## src/rtl/rtg_pkg.sv

```systemverilog
package rtg_pkg;
    typedef enum logic [1:0] {
        SEG_SYNC   = 2'd0,
        SEG_BACK   = 2'd1,
        SEG_ACTIVE = 2'd2,
        SEG_FRONT  = 2'd3
    } seg_e;

    localparam int OFF_HTIME = 0;
    localparam int OFF_VTIME = 1;
    localparam int OFF_SIZE  = 2;
    localparam int OFF_LTHR  = 3;
    localparam int OFF_CTRL  = 4;
    localparam int OFF_DIV   = 5;
    localparam int OFF_ACK   = 6;
endpackage

```

## src/rtl/rtg_regs.sv

```systemverilog
module rtg_regs
    import rtg_pkg::*;
#(
    parameter int ADDR_W  = 3,
    parameter int DATA_W  = 24,
    parameter int PORCH_W = 8,
    parameter int ACT_W   = 12,
    parameter int DIV_W   = 8
) (
    input  logic               clk,
    input  logic               rst_n,
    input  logic               wr_en,
    input  logic [ADDR_W-1:0]  addr,
    input  logic [DATA_W-1:0]  wdata,
    output logic [PORCH_W-1:0] h_sw,
    output logic [PORCH_W-1:0] h_bp,
    output logic [PORCH_W-1:0] h_fp,
    output logic [PORCH_W-1:0] v_sw,
    output logic [PORCH_W-1:0] v_bp,
    output logic [PORCH_W-1:0] v_fp,
    output logic [ACT_W-1:0]   h_act,
    output logic [ACT_W-1:0]   v_act,
    output logic [ACT_W-1:0]   lthr,
    output logic [DIV_W-1:0]   div_m1,
    output logic               run,
    output logic               req,
    output logic               irq_en,
    output logic               src_fp,
    output logic               ack_frame,
    output logic               ack_line
);
    localparam int VACT_LSB = DATA_W / 2;

    always_ff @(posedge clk) begin
        if (!rst_n) begin
            h_sw <= '0; h_bp <= '0; h_fp <= '0;
            v_sw <= '0; v_bp <= '0; v_fp <= '0;
            h_act <= '0; v_act <= '0; lthr <= '0;
            div_m1 <= '0;
            run <= 1'b0; req <= 1'b0; irq_en <= 1'b0; src_fp <= 1'b0;
        end else if (wr_en) begin
            case (addr)
                ADDR_W'(OFF_HTIME): begin
                    h_sw <= wdata[PORCH_W-1:0];
                    h_bp <= wdata[2*PORCH_W-1:PORCH_W];
                    h_fp <= wdata[3*PORCH_W-1:2*PORCH_W];
                end
                ADDR_W'(OFF_VTIME): begin
                    v_sw <= wdata[PORCH_W-1:0];
                    v_bp <= wdata[2*PORCH_W-1:PORCH_W];
                    v_fp <= wdata[3*PORCH_W-1:2*PORCH_W];
                end
                ADDR_W'(OFF_SIZE): begin
                    h_act <= wdata[ACT_W-1:0];
                    v_act <= wdata[VACT_LSB +: ACT_W];
                end
                ADDR_W'(OFF_LTHR): lthr <= wdata[ACT_W-1:0];
                ADDR_W'(OFF_CTRL): {src_fp, irq_en, req, run} <= wdata[3:0];
                ADDR_W'(OFF_DIV):  div_m1 <= wdata[DIV_W-1:0];
                default: ;
            endcase
        end
    end

    always_comb begin
        ack_frame = wr_en && (addr == ADDR_W'(OFF_ACK)) && wdata[0];
        ack_line  = wr_en && (addr == ADDR_W'(OFF_ACK)) && wdata[1];
    end
endmodule

```

## src/rtl/rtg_clkdiv.sv

```systemverilog
module rtg_clkdiv #(
    parameter int DIV_W     = 8,
    parameter int MAX_RATIO = 255
) (
    input  logic             clk,
    input  logic             rst_n,
    input  logic             run,
    input  logic [DIV_W-1:0] div_m1,
    output logic             tick
);
    localparam logic [DIV_W-1:0] CAP_M1 = DIV_W'(MAX_RATIO - 1);

    logic [DIV_W-1:0] cnt;
    logic [DIV_W-1:0] ratio_m1;

    always_comb begin
        ratio_m1 = (div_m1 > CAP_M1) ? CAP_M1 : div_m1;
        tick     = run && (cnt >= ratio_m1);
    end

    always_ff @(posedge clk) begin
        if (!rst_n || !run) begin
            cnt <= '0;
        end else if (cnt >= ratio_m1) begin
            cnt <= '0;
        end else begin
            cnt <= cnt + 1'b1;
        end
    end
endmodule

```

## src/rtl/rtg_axis.sv

```systemverilog
module rtg_axis
    import rtg_pkg::*;
#(
    parameter int CNT_W = 12
) (
    input  logic             clk,
    input  logic             rst_n,
    input  logic             hold,
    input  logic             step,
    input  logic [CNT_W-1:0] len_sync,
    input  logic [CNT_W-1:0] len_back,
    input  logic [CNT_W-1:0] len_act,
    input  logic [CNT_W-1:0] len_front,
    output seg_e             seg,
    output logic [CNT_W-1:0] cnt,
    output logic             wrap
);
    seg_e             seg_nx;
    logic [CNT_W-1:0] cnt_nx;
    logic [CNT_W-1:0] seg_len;
    logic             last;

    always_comb begin
        seg_nx = seg;
        cnt_nx = cnt;
        unique case (seg)
            SEG_SYNC:   seg_len = len_sync;
            SEG_BACK:   seg_len = len_back;
            SEG_ACTIVE: seg_len = len_act;
            SEG_FRONT:  seg_len = len_front;
        endcase
        last = (cnt >= seg_len);
        if (step) begin
            if (last) begin
                cnt_nx = '0;
                unique case (seg)
                    SEG_SYNC:   seg_nx = SEG_BACK;
                    SEG_BACK:   seg_nx = SEG_ACTIVE;
                    SEG_ACTIVE: seg_nx = SEG_FRONT;
                    SEG_FRONT:  seg_nx = SEG_SYNC;
                endcase
            end else begin
                cnt_nx = cnt + 1'b1;
            end
        end
        wrap = step && last && (seg == SEG_FRONT);
    end

    always_ff @(posedge clk) begin
        if (!rst_n || hold) begin
            seg <= SEG_SYNC;
            cnt <= '0;
        end else begin
            seg <= seg_nx;
            cnt <= cnt_nx;
        end
    end
endmodule

```

## src/rtl/rgb_timing_gen.sv

```systemverilog
module rgb_timing_gen
    import rtg_pkg::*;
#(
    parameter int ADDR_W    = 3,
    parameter int PORCH_W   = 8,
    parameter int ACT_W     = 12,
    parameter int DIV_W     = 8,
    parameter int MAX_RATIO = 255,
    parameter int DATA_W    = 2 * ACT_W
) (
    input  logic              clk,
    input  logic              rst_n,
    input  logic              reg_wr,
    input  logic [ADDR_W-1:0] reg_addr,
    input  logic [DATA_W-1:0] reg_wdata,
    output logic              pix_ce,
    output logic              hsync_n,
    output logic              vsync_n,
    output logic              de,
    output logic [ACT_W-1:0]  pix_x,
    output logic [ACT_W-1:0]  pix_y,
    output logic              frame_irq,
    output logic              line_flag
);
    logic [PORCH_W-1:0] h_sw, h_bp, h_fp, v_sw, v_bp, v_fp;
    logic [ACT_W-1:0]   h_act, v_act, lthr;
    logic [DIV_W-1:0]   div_m1;
    logic run, req, irq_en, src_fp, ack_frame, ack_line;
    logic idle;

    seg_e             h_seg, v_seg;
    logic [ACT_W-1:0] h_cnt, v_cnt;
    logic             h_wrap, v_wrap;

    logic run_lat, video_on;
    logic fp_enter, frame_evt;
    logic line_match, line_match_d, line_evt;

    rtg_regs #(
        .ADDR_W(ADDR_W), .DATA_W(DATA_W), .PORCH_W(PORCH_W),
        .ACT_W(ACT_W), .DIV_W(DIV_W)
    ) u_regs (
        .clk(clk), .rst_n(rst_n), .wr_en(reg_wr), .addr(reg_addr), .wdata(reg_wdata),
        .h_sw(h_sw), .h_bp(h_bp), .h_fp(h_fp),
        .v_sw(v_sw), .v_bp(v_bp), .v_fp(v_fp),
        .h_act(h_act), .v_act(v_act), .lthr(lthr), .div_m1(div_m1),
        .run(run), .req(req), .irq_en(irq_en), .src_fp(src_fp),
        .ack_frame(ack_frame), .ack_line(ack_line)
    );

    rtg_clkdiv #(.DIV_W(DIV_W), .MAX_RATIO(MAX_RATIO)) u_div (
        .clk(clk), .rst_n(rst_n), .run(run), .div_m1(div_m1), .tick(pix_ce)
    );

    assign idle = !run;

    rtg_axis #(.CNT_W(ACT_W)) u_hax (
        .clk(clk), .rst_n(rst_n), .hold(idle), .step(pix_ce),
        .len_sync(ACT_W'(h_sw)), .len_back(ACT_W'(h_bp)),
        .len_act(h_act), .len_front(ACT_W'(h_fp)),
        .seg(h_seg), .cnt(h_cnt), .wrap(h_wrap)
    );

    rtg_axis #(.CNT_W(ACT_W)) u_vax (
        .clk(clk), .rst_n(rst_n), .hold(idle), .step(h_wrap),
        .len_sync(ACT_W'(v_sw)), .len_back(ACT_W'(v_bp)),
        .len_act(v_act), .len_front(ACT_W'(v_fp)),
        .seg(v_seg), .cnt(v_cnt), .wrap(v_wrap)
    );

    // Latched enable: follows the request while stopped, sampled at the frame wrap while running
    always_ff @(posedge clk) begin
        if (!rst_n) begin
            run_lat <= 1'b0;
        end else if (!run || v_wrap) begin
            run_lat <= req;
        end
    end

    always_comb begin
        video_on   = run && run_lat;
        fp_enter   = h_wrap && (v_seg == SEG_ACTIVE) && (v_cnt >= v_act);
        frame_evt  = video_on && irq_en && (src_fp ? fp_enter : v_wrap);
        line_match = video_on && (v_seg == SEG_ACTIVE) && (v_cnt == lthr);
        line_evt   = line_match && !line_match_d;
    end

    always_ff @(posedge clk) begin
        if (!rst_n) begin
            frame_irq    <= 1'b0;
            line_flag    <= 1'b0;
            line_match_d <= 1'b0;
        end else begin
            line_match_d <= line_match;
            if (frame_evt)      frame_irq <= 1'b1;
            else if (ack_frame) frame_irq <= 1'b0;
            if (line_evt)       line_flag <= 1'b1;
            else if (ack_line)  line_flag <= 1'b0;
        end
    end

    always_comb begin
        hsync_n = !(video_on && (h_seg == SEG_SYNC));
        vsync_n = !(video_on && (v_seg == SEG_SYNC));
        de      = video_on && (h_seg == SEG_ACTIVE) && (v_seg == SEG_ACTIVE);
        pix_x   = (video_on && (h_seg == SEG_ACTIVE)) ? h_cnt : '0;
        pix_y   = (video_on && (v_seg == SEG_ACTIVE)) ? v_cnt : '0;
    end
endmodule

```

## config.mk

```make
export PLATFORM = sky130hd
export DESIGN_NAME = rgb_timing_gen
export DESIGN_NICKNAME = d
export VERILOG_FILES = /design/src/rtl/rtg_pkg.sv /design/src/rtl/rtg_regs.sv /design/src/rtl/rtg_clkdiv.sv /design/src/rtl/rtg_axis.sv /design/src/rtl/rgb_timing_gen.sv
export SDC_FILE = /design/constraint.sdc
export NUM_CORES = 1
export LEC_CHECK = 0
export ABC_AREA = 0
export BUFFER_PORTS_ARGS = -buffer_cell sky130_fd_sc_hd__buf_2
export CORE_MARGIN = 8
export CORE_UTILIZATION = 35
export CTS_BUF_LIST = sky130_fd_sc_hd__clkbuf_8
export CTS_CLUSTER_SIZE = 40
export DETAILED_ROUTE_END_ITERATION = 8
export HOLD_SLACK_MARGIN = 0.06
export PLACE_DENSITY = 0.56
export SYNTH_ARGS = -nofsm -noshare
export SYNTH_HDL_FRONTEND = slang
export SYNTH_HIERARCHICAL = 1
export SYNTH_SLANG_ARGS = --single-unit
```

## constraint.sdc

```tcl
create_clock -name clk -period 4.6 [get_ports clk]
set_input_delay 0.23 -clock clk [delete_from_list [all_inputs] [get_ports clk]]
set_output_delay 0.23 -clock clk [all_outputs]
set_load 0.02 [all_outputs]
```

==> results.yml, run 1 <==
sta:
  fin_skew_ps: 14.2
  hold_violations: 0
  tightest_slew_ps: 885
  slew_headroom_pct: 40.7
  setup-violations-final: 0
  fmax_mhz: 236
  rsz0062_at_grt: "false"
  layout_min_cycle_time_ps: 4240
  final_max_slew_viol_count: 0
  final.setup.tns_ps: 0
  min_period_over_period_pct: 92.2
yosys:
  synth_area_leader_cell: "dfxtp_1"
  synth_top_area_share_pct: 36.8
  synth_warnings: 6
  async_reset_ff_share_pct: 0
  synth_area_leaders: "dfxtp_1, mux2i_1, ha_1, nand2_1, a222oi_1"
  synth_most_common_cell: "nand2_1"
  postSynthAreaPerCell_um2: 8.97
  synth-main-ff-cell: "dfxtp_1"
  netlist_instances: 825
  yosysSeqAreaShare_pct: 36.8
  yosys.cell_types.count: 57
  synth_common_cells: "nand2_1, dfxtp_1, mux2i_1"
  synth_edf_count: 0
  netlist_area_um2: 7400
  ys_ff_latch: 136
setup_path:
  path_class: "reg -> reg"
  r2r_cells: 19
  end_kind: "register"
  crit_family: "compound AO/OA/AOI/OAI gates"
  cp.depth: 19
  slowest_delay_ps: 410
  critPathMaxFanout: 12
  critPathArrivalTime_ps: 4580
  worstReg2RegStart: "u_hax/seg[1]"
  cp_data_required_time_ps: 4940
  rr_endpoint: "frame_irq"
  r2r_setup_slack_ps: 360
  critical_path_buf_inv_count: 2
  crit_chain: "inv_1, ha_1, a222oi_1, nand2_1, o21ai_0, ha_1, a211oi_2, o21ai_2, a41oi_4, o21ai_2, and2_1, inv_1, or2_1, o21ai_2, and2_1, nor2b_1, a2111oi_2, o21ai_1, o221a_1"
  crit_path_start_kind: "register"
  cpMaxStageDelayCell: "dfxtp_1"
  path_common_cell: "o21ai_2"
floorplanning:
  num_rows: 53
  chipHeight_um: 161
  die_w_um: 161
  die-area_um2: 26100
  core_region_area_um2: 20900
  start_util_pct: 35.4
  io_pins: 60
final_layout:
  syn2layout_area_growth_pct: 13.8
  fillers: 2158
  nets: 988
  design_area_um2: 8420
  diodes: 0
  fin_util_pct: 40.3
  drive_gt1_share_pct: 13.8
pwr:
  p_leak_nw: 3.57
  pwr-share-comb_pct: 6.7
  powerDensity_nw_per_um2: 271
  netSwitchingFraction_pct: 26.6
  power_switching_uw: 607
  power_frac_clock_pct: 40.4
  p_seq_share_pct: 52.9
  internal-power_mw: 1.68
  ir_drop_v: 0.000188
clocking:
  ctsHoldBuffers: 0
  ctsRootBufferMaster: "clkbuf_8"
  clock_latency_ps: 450
  clk_pin_slew_ps: 80
  clock-sinks: 136
  cts_tree: "built"
  cts-htree-levels: 4
  ctsLongestPathBuffers: 2
  cts_inserted_buffers: 17
placed_design:
  gp_congestion: 0.803
  io_buffers: 59
  dp_hpwl_um: 14900
  post_dp_cell_area_um2: 8060
drt:
  vias: 5980
  wl_per_cell_um: 17.0
  dr.pass1.iters: 7
  viasPerCell: 5.02
  routed_wl_um: 20300
  remaining_drc_errors: 0
  antenna_left: 0
  first_iter_violations: 489
global_route:
  grtUsageTotal_pct: 15.8
  first_global_vias: 5860
  grt_first_pass_wirelength_um: 32600
  grt_max_degree: 70
  antenna_found_initial: 0
  grt_remaining_overflow: 0
flow_run:
  drv_cap: 0
hold_path:
  worstHoldEndpoint: "u_regs/v_act[6]"
  hold_class: "in -> reg"
  worstHoldPathCells: 3
  hold_start: "reg_wdata[18]"
outcome:
  status: "finished, final reports clean"
[timing repair]
action                                  CTS  global route
endpoints found under the setup margin    0             1
buffers inserted                          0             0
resized for setup                         0             1
[worst register-to-register path: stages (launching register included)]
cell	delay, ps
dfxtp_1	410
inv_1	90
ha_1	320
a222oi_1	350
nand2_1	90
o21ai_0	110
ha_1	290
a211oi_2	230
o21ai_2	100
a41oi_4	280
o21ai_2	160
and2_1	230
inv_1	150
or2_1	200
o21ai_2	100
and2_1	190
nor2b_1	150
a2111oi_2	320
o21ai_1	110
o221a_1	260
[layer usage]
layer	GRT usage, %	share of wire [%]
met5	0	0
met4	4.42	1.6
met3	3.79	5.2
met2	23.7	43
met1	22.0	50
[cells in the final DEF, fill, tap and decap left out, types with 11 or more instances in the layout]
cell type and instances:
and2_1 26, nor2_1 32, xor2_1 14, ha_1 54, a222oi_1 24, buf_2 58, conb_1 24, inv_1 39
xnor2_1 20, buf_4 15, dfxtp_1 136, clkbuf_8 17, mux2i_1 100, nand2_1 179, a21oi_1 21, o21ai_0 30
nand4_1 14, and3_1 11
[through the flow]
stage               hold slack [ps]  power [mW]  setup slack (ps)  std cells
floorplan                       372        1.33               234        848
global placement                440        1.39               299       1159
detailed placement              447        1.39               210       1159
CTS                            97.3        2.31               196       1191
global route                    106        2.39              37.1       1191
finish                          120        2.28               359       1191
[flip-flops by register name, indices dropped and copies added, names as in the netlist, 2 cells and up]
| signal | count |
|---|---|
| u_regs/v_bp | 8 |
| u_vax/seg | 2 |
| u_regs/v_act | 12 |
| u_regs/h_fp | 8 |
| u_regs/h_sw | 8 |
| u_div/cnt | 8 |
| u_regs/lthr | 12 |
| u_regs/h_act | 12 |
| u_regs/v_sw | 8 |
| u_regs/div_m1 | 8 |
| u_regs/v_fp | 8 |
| u_regs/h_bp | 8 |
| u_hax/seg | 2 |
| u_vax/cnt | 12 |
| u_hax/cnt | 12 |
[power groups by stage]
stage,clock (mW),combinational [mW],sequential (mW)
4_1_cts,0.947,0.154,1.21
3_5_place_dp,0,0.154,1.24
3_3_place_gp,0,0.152,1.24
6_report,0.923,0.153,1.21
2_1_floorplan,0,0.100,1.23
5_1_grt,1.01,0.168,1.21
[kinds of logic (layout without fill, tap and decap cells)]
logic type	Yosys count	in the layout	share of synthesized area (%)
AND/OR/NAND/NOR	311	311	19.5
flip-flops	136	136	36.8
AO/OA/AOI/OAI	113	113	12.3
multiplexers	100	100	13.5
buffers and inverters	75	143	4.53
adder cells (fa/ha/maj)	55	55	9.30
XOR/XNOR	34	34	4.02
other	1	24	0.0507
[worst max-delay path by stage]
stage,startpoint,endpoint
floorplan,u_regs/div_m1[1],frame_irq
global placement,u_hax/seg[0],frame_irq
detailed placement,u_hax/seg[0],frame_irq
global route,u_hax/seg[0],frame_irq
CTS,u_hax/seg[0],frame_irq
finish,u_hax/seg[1],frame_irq
[area by class of cell]
class / instances / area, um2 / area share (%)
Clock buffer: 17 / 234 / 2.78
Clock inverter: 15 / 126 / 1.50
Inverter: 38 / 143 / 1.69
Multi-Input combinational cell: 637 / 4450 / 52.8
Sequential cell: 136 / 2720 / 32.3
Tap cell: 275 / 344 / 4.08
Timing Repair Buffer: 73 / 403 / 4.78
(Power assumes the default switching activity.)
==> run 2: changes to the inputs <==
- SYNTH_HIERARCHICAL: 1 -> unset
==> run 2 against run 1 <==
Total power is 2.7% higher. Clock-buffer cell count stayed put. Clock power is 7.7% higher. Final cell count is 1.6% higher. Worst hold slack worse by 21 ps. Non-clock buffer count stayed put. Clock skew is 2.0 ps higher. Combinational power is 6% lower. First-iteration DRC count is 2.5% lower. Via count is 2.7% higher.
==> results.yml, run 2 <==
outcome:
  status: "finished, final reports clean"
sta:
  hold_violations: 0
  final.setup.tns_ps: 0
  fmax_mhz: 277
  setup-violations-final: 0
  rsz0062_at_grt: "false"
  layout_min_cycle_time_ps: 3610
  tightest_slew_ps: 970
  fin_skew_ps: 16.2
  final_max_slew_viol_count: 0
  slew_headroom_pct: 35.1
  min_period_over_period_pct: 78.4
  holdWs_ps: 98.5
  worst_slack_ps: 994
placed_design:
  dp.cells: 1168
  gp_congestion: 0.816
  dp_hpwl_um: 15200
  io_buffers: 59
  post_dp_cell_area_um2: 7660
  dp_slack_ps: 1060
setup_path:
  worstReg2RegStart: "u_hax.seg[0]"
  path_class: "reg -> reg"
  crit_chain: "ha_1, a222oi_1, nand2_1, o21ai_0, ha_1, nand2_1, nor3_2, a21oi_1, o21ai_4, nand4_4, or4_1, a21oi_1"
  cp_data_required_time_ps: 4970
  cpMaxStageDelayCell: "ha_1"
  critPathMaxFanout: 15
  end_kind: "register"
  crit_path_start_kind: "register"
  rr_endpoint: "u_vax.cnt[11]"
  r2r_setup_slack_ps: 990
  slowest_delay_ps: 680
  critPathArrivalTime_ps: 3980
  r2r_cells: 12
  critical_path_buf_inv_count: 0
  crit_family: "simple AND/OR/NAND/NOR gates"
hold_path:
  hold_class: "in -> reg"
  hold_start: "reg_wdata[20]"
  worstHoldEndpoint: "u_regs.v_act[8]"
  worstHoldPathCells: 3
pwr:
  p_seq_share_pct: 51.5
  ir_drop_v: 0.000164
  netSwitchingFraction_pct: 27.7
  powerDensity_nw_per_um2: 288
  power_mw: 2.35
  p_leak_nw: 2.96
  power_frac_clock_pct: 42.4
  pwr-share-comb_pct: 6.1
  power_switching_uw: 650
  internal-power_mw: 1.69
floorplanning:
  die_w_um: 159
  die-area_um2: 25300
  start_util_pct: 35.5
  num_rows: 52
  chipHeight_um: 159
  io_pins: 60
  core_region_area_um2: 20200
drt:
  wl_per_cell_um: 17.3
  vias: 6141
  antenna_left: 0
  routed_wl_um: 21000
  remaining_drc_errors: 0
  dr.pass1.iters: 7
  viasPerCell: 5.08
  first_iter_violations: 477
clocking:
  cts-htree-levels: 4
  clk_pin_slew_ps: 100
  ctsRootBufferMaster: "clkbuf_8"
  clock-sinks: 136
  postCtsSetupRepairBufs: 0
  cts_inserted_buffers: 17
  clock_latency_ps: 460
  ctsHoldBuffers: 10
  cts_tree: "built"
  cts.repair.resized: 0
  ctsLongestPathBuffers: 2
flow_run:
  drv_cap: 0
yosys:
  synth_top_area_share_pct: 38.0
  netlist_instances: 879
  synth-main-ff-cell: "dfxtp_1"
  async_reset_ff_share_pct: 0
  synth_most_common_cell: "nand2_1"
  yosysSeqAreaShare_pct: 38.0
  ys_ff_latch: 136
  yosys.cell_types.count: 46
  synth_area_leader_cell: "dfxtp_1"
  synth_common_cells: "nand2_1, dfxtp_1, a21boi_0"
  postSynthAreaPerCell_um2: 8.15
  synth_warnings: 0
  synth_edf_count: 0
  synth.net_count: 966
  synth_area_leaders: "dfxtp_1, nand2_1, ha_1, a21boi_0, clkbuf_1"
  netlist_area_um2: 7160
global_route:
  grt_max_degree: 60
  first_global_vias: 5938
  grt_first_pass_wirelength_um: 34000
  grt_remaining_overflow: 0
  grtUsageTotal_pct: 16.8
  antenna_found_initial: 0
final_layout:
  nets: 1014
  layout_common_cells: "nand2_1, dfxtp_1, a21boi_0"
  syn2layout_area_growth_pct: 13.8
  final_common_cell: "nand2_1"
  fin_util_pct: 40.4
  drive_gt1_share_pct: 11.2
  instances_no_fill: 1210
  design_area_um2: 8150
  diodes: 0
run 2: cell count changes in the layout (fill, tap and decap cells not counted), sizes merged, moves of 12 or more:
| cell | change |
|---|---|
| a21boi | +90 |
| nand2 | +50 |
| mux2i | -92 |
| conb | -24 |
| nand3 | +12 |
| o21ai | -15 |
run 2: logic make-up after synthesis:
logic type | Yosys count | synth area share (%)
simple gates | 387 | 24.5
buf+inv | 77 | 4.05
flops | 136 | 38.0
compound gates | 180 | 18.2
xor+xnor | 34 | 4.16
mux | 8 | 1.12
fa+ha+maj | 57 | 9.96
run 2: routing by layer:
layer | vias to the layer above | track usage (%) | share of wire [%]
met2 | 165 | 24.7 | 43
met3 | 17 | 4.16 | 6.0
met1 | 2855 | 24.0 | 50
met5 | - | 0 | 0
met4 | 0 | 3.95 | 0.95
li1 | 3104 | - | -
run 2: final cells by class:
cell class | instances | area (um2)
Fill cell | 2118 | 12000
Timing Repair Buffer | 73 | 425
Inverter | 33 | 124
Clock inverter | 15 | 153
Sequential cell | 136 | 2720
Multi-Input combinational cell | 666 | 4160
Tap cell | 270 | 338
Clock buffer | 17 | 234
run 2: how the worst max path moves through the flow:
stage | depth (start not counted) | to | start
3_5_place_dp | 12 | u_vax.cnt[10] | u_hax.seg[0]
6_report | 12 | u_vax.cnt[11] | u_hax.seg[0]
3_3_place_gp | 12 | u_vax.cnt[11] | u_hax.seg[0]
4_1_cts | 12 | u_vax.cnt[11] | u_hax.seg[0]
5_1_grt | 12 | u_vax.cnt[6] | u_hax.seg[0]
2_1_floorplan | 13 | u_vax.cnt[9] | u_hax.seg[1]
run 2: tightest hold or removal path: stages:
cell and delay [ps]:
buf_2 150, nand2_1 70, a21boi_0 70
run 2: power by group through the flow:
stage | sequential, mW | combinational [mW] | clock [mW]
after global placement | 1.23 | 0.138 | 0
after floorplan | 1.23 | 0.0772 | 0
after global routing | 1.21 | 0.158 | 1.07
after detailed placement | 1.23 | 0.138 | 0
final | 1.21 | 0.144 | 0.994
after CTS | 1.21 | 0.144 | 1.02
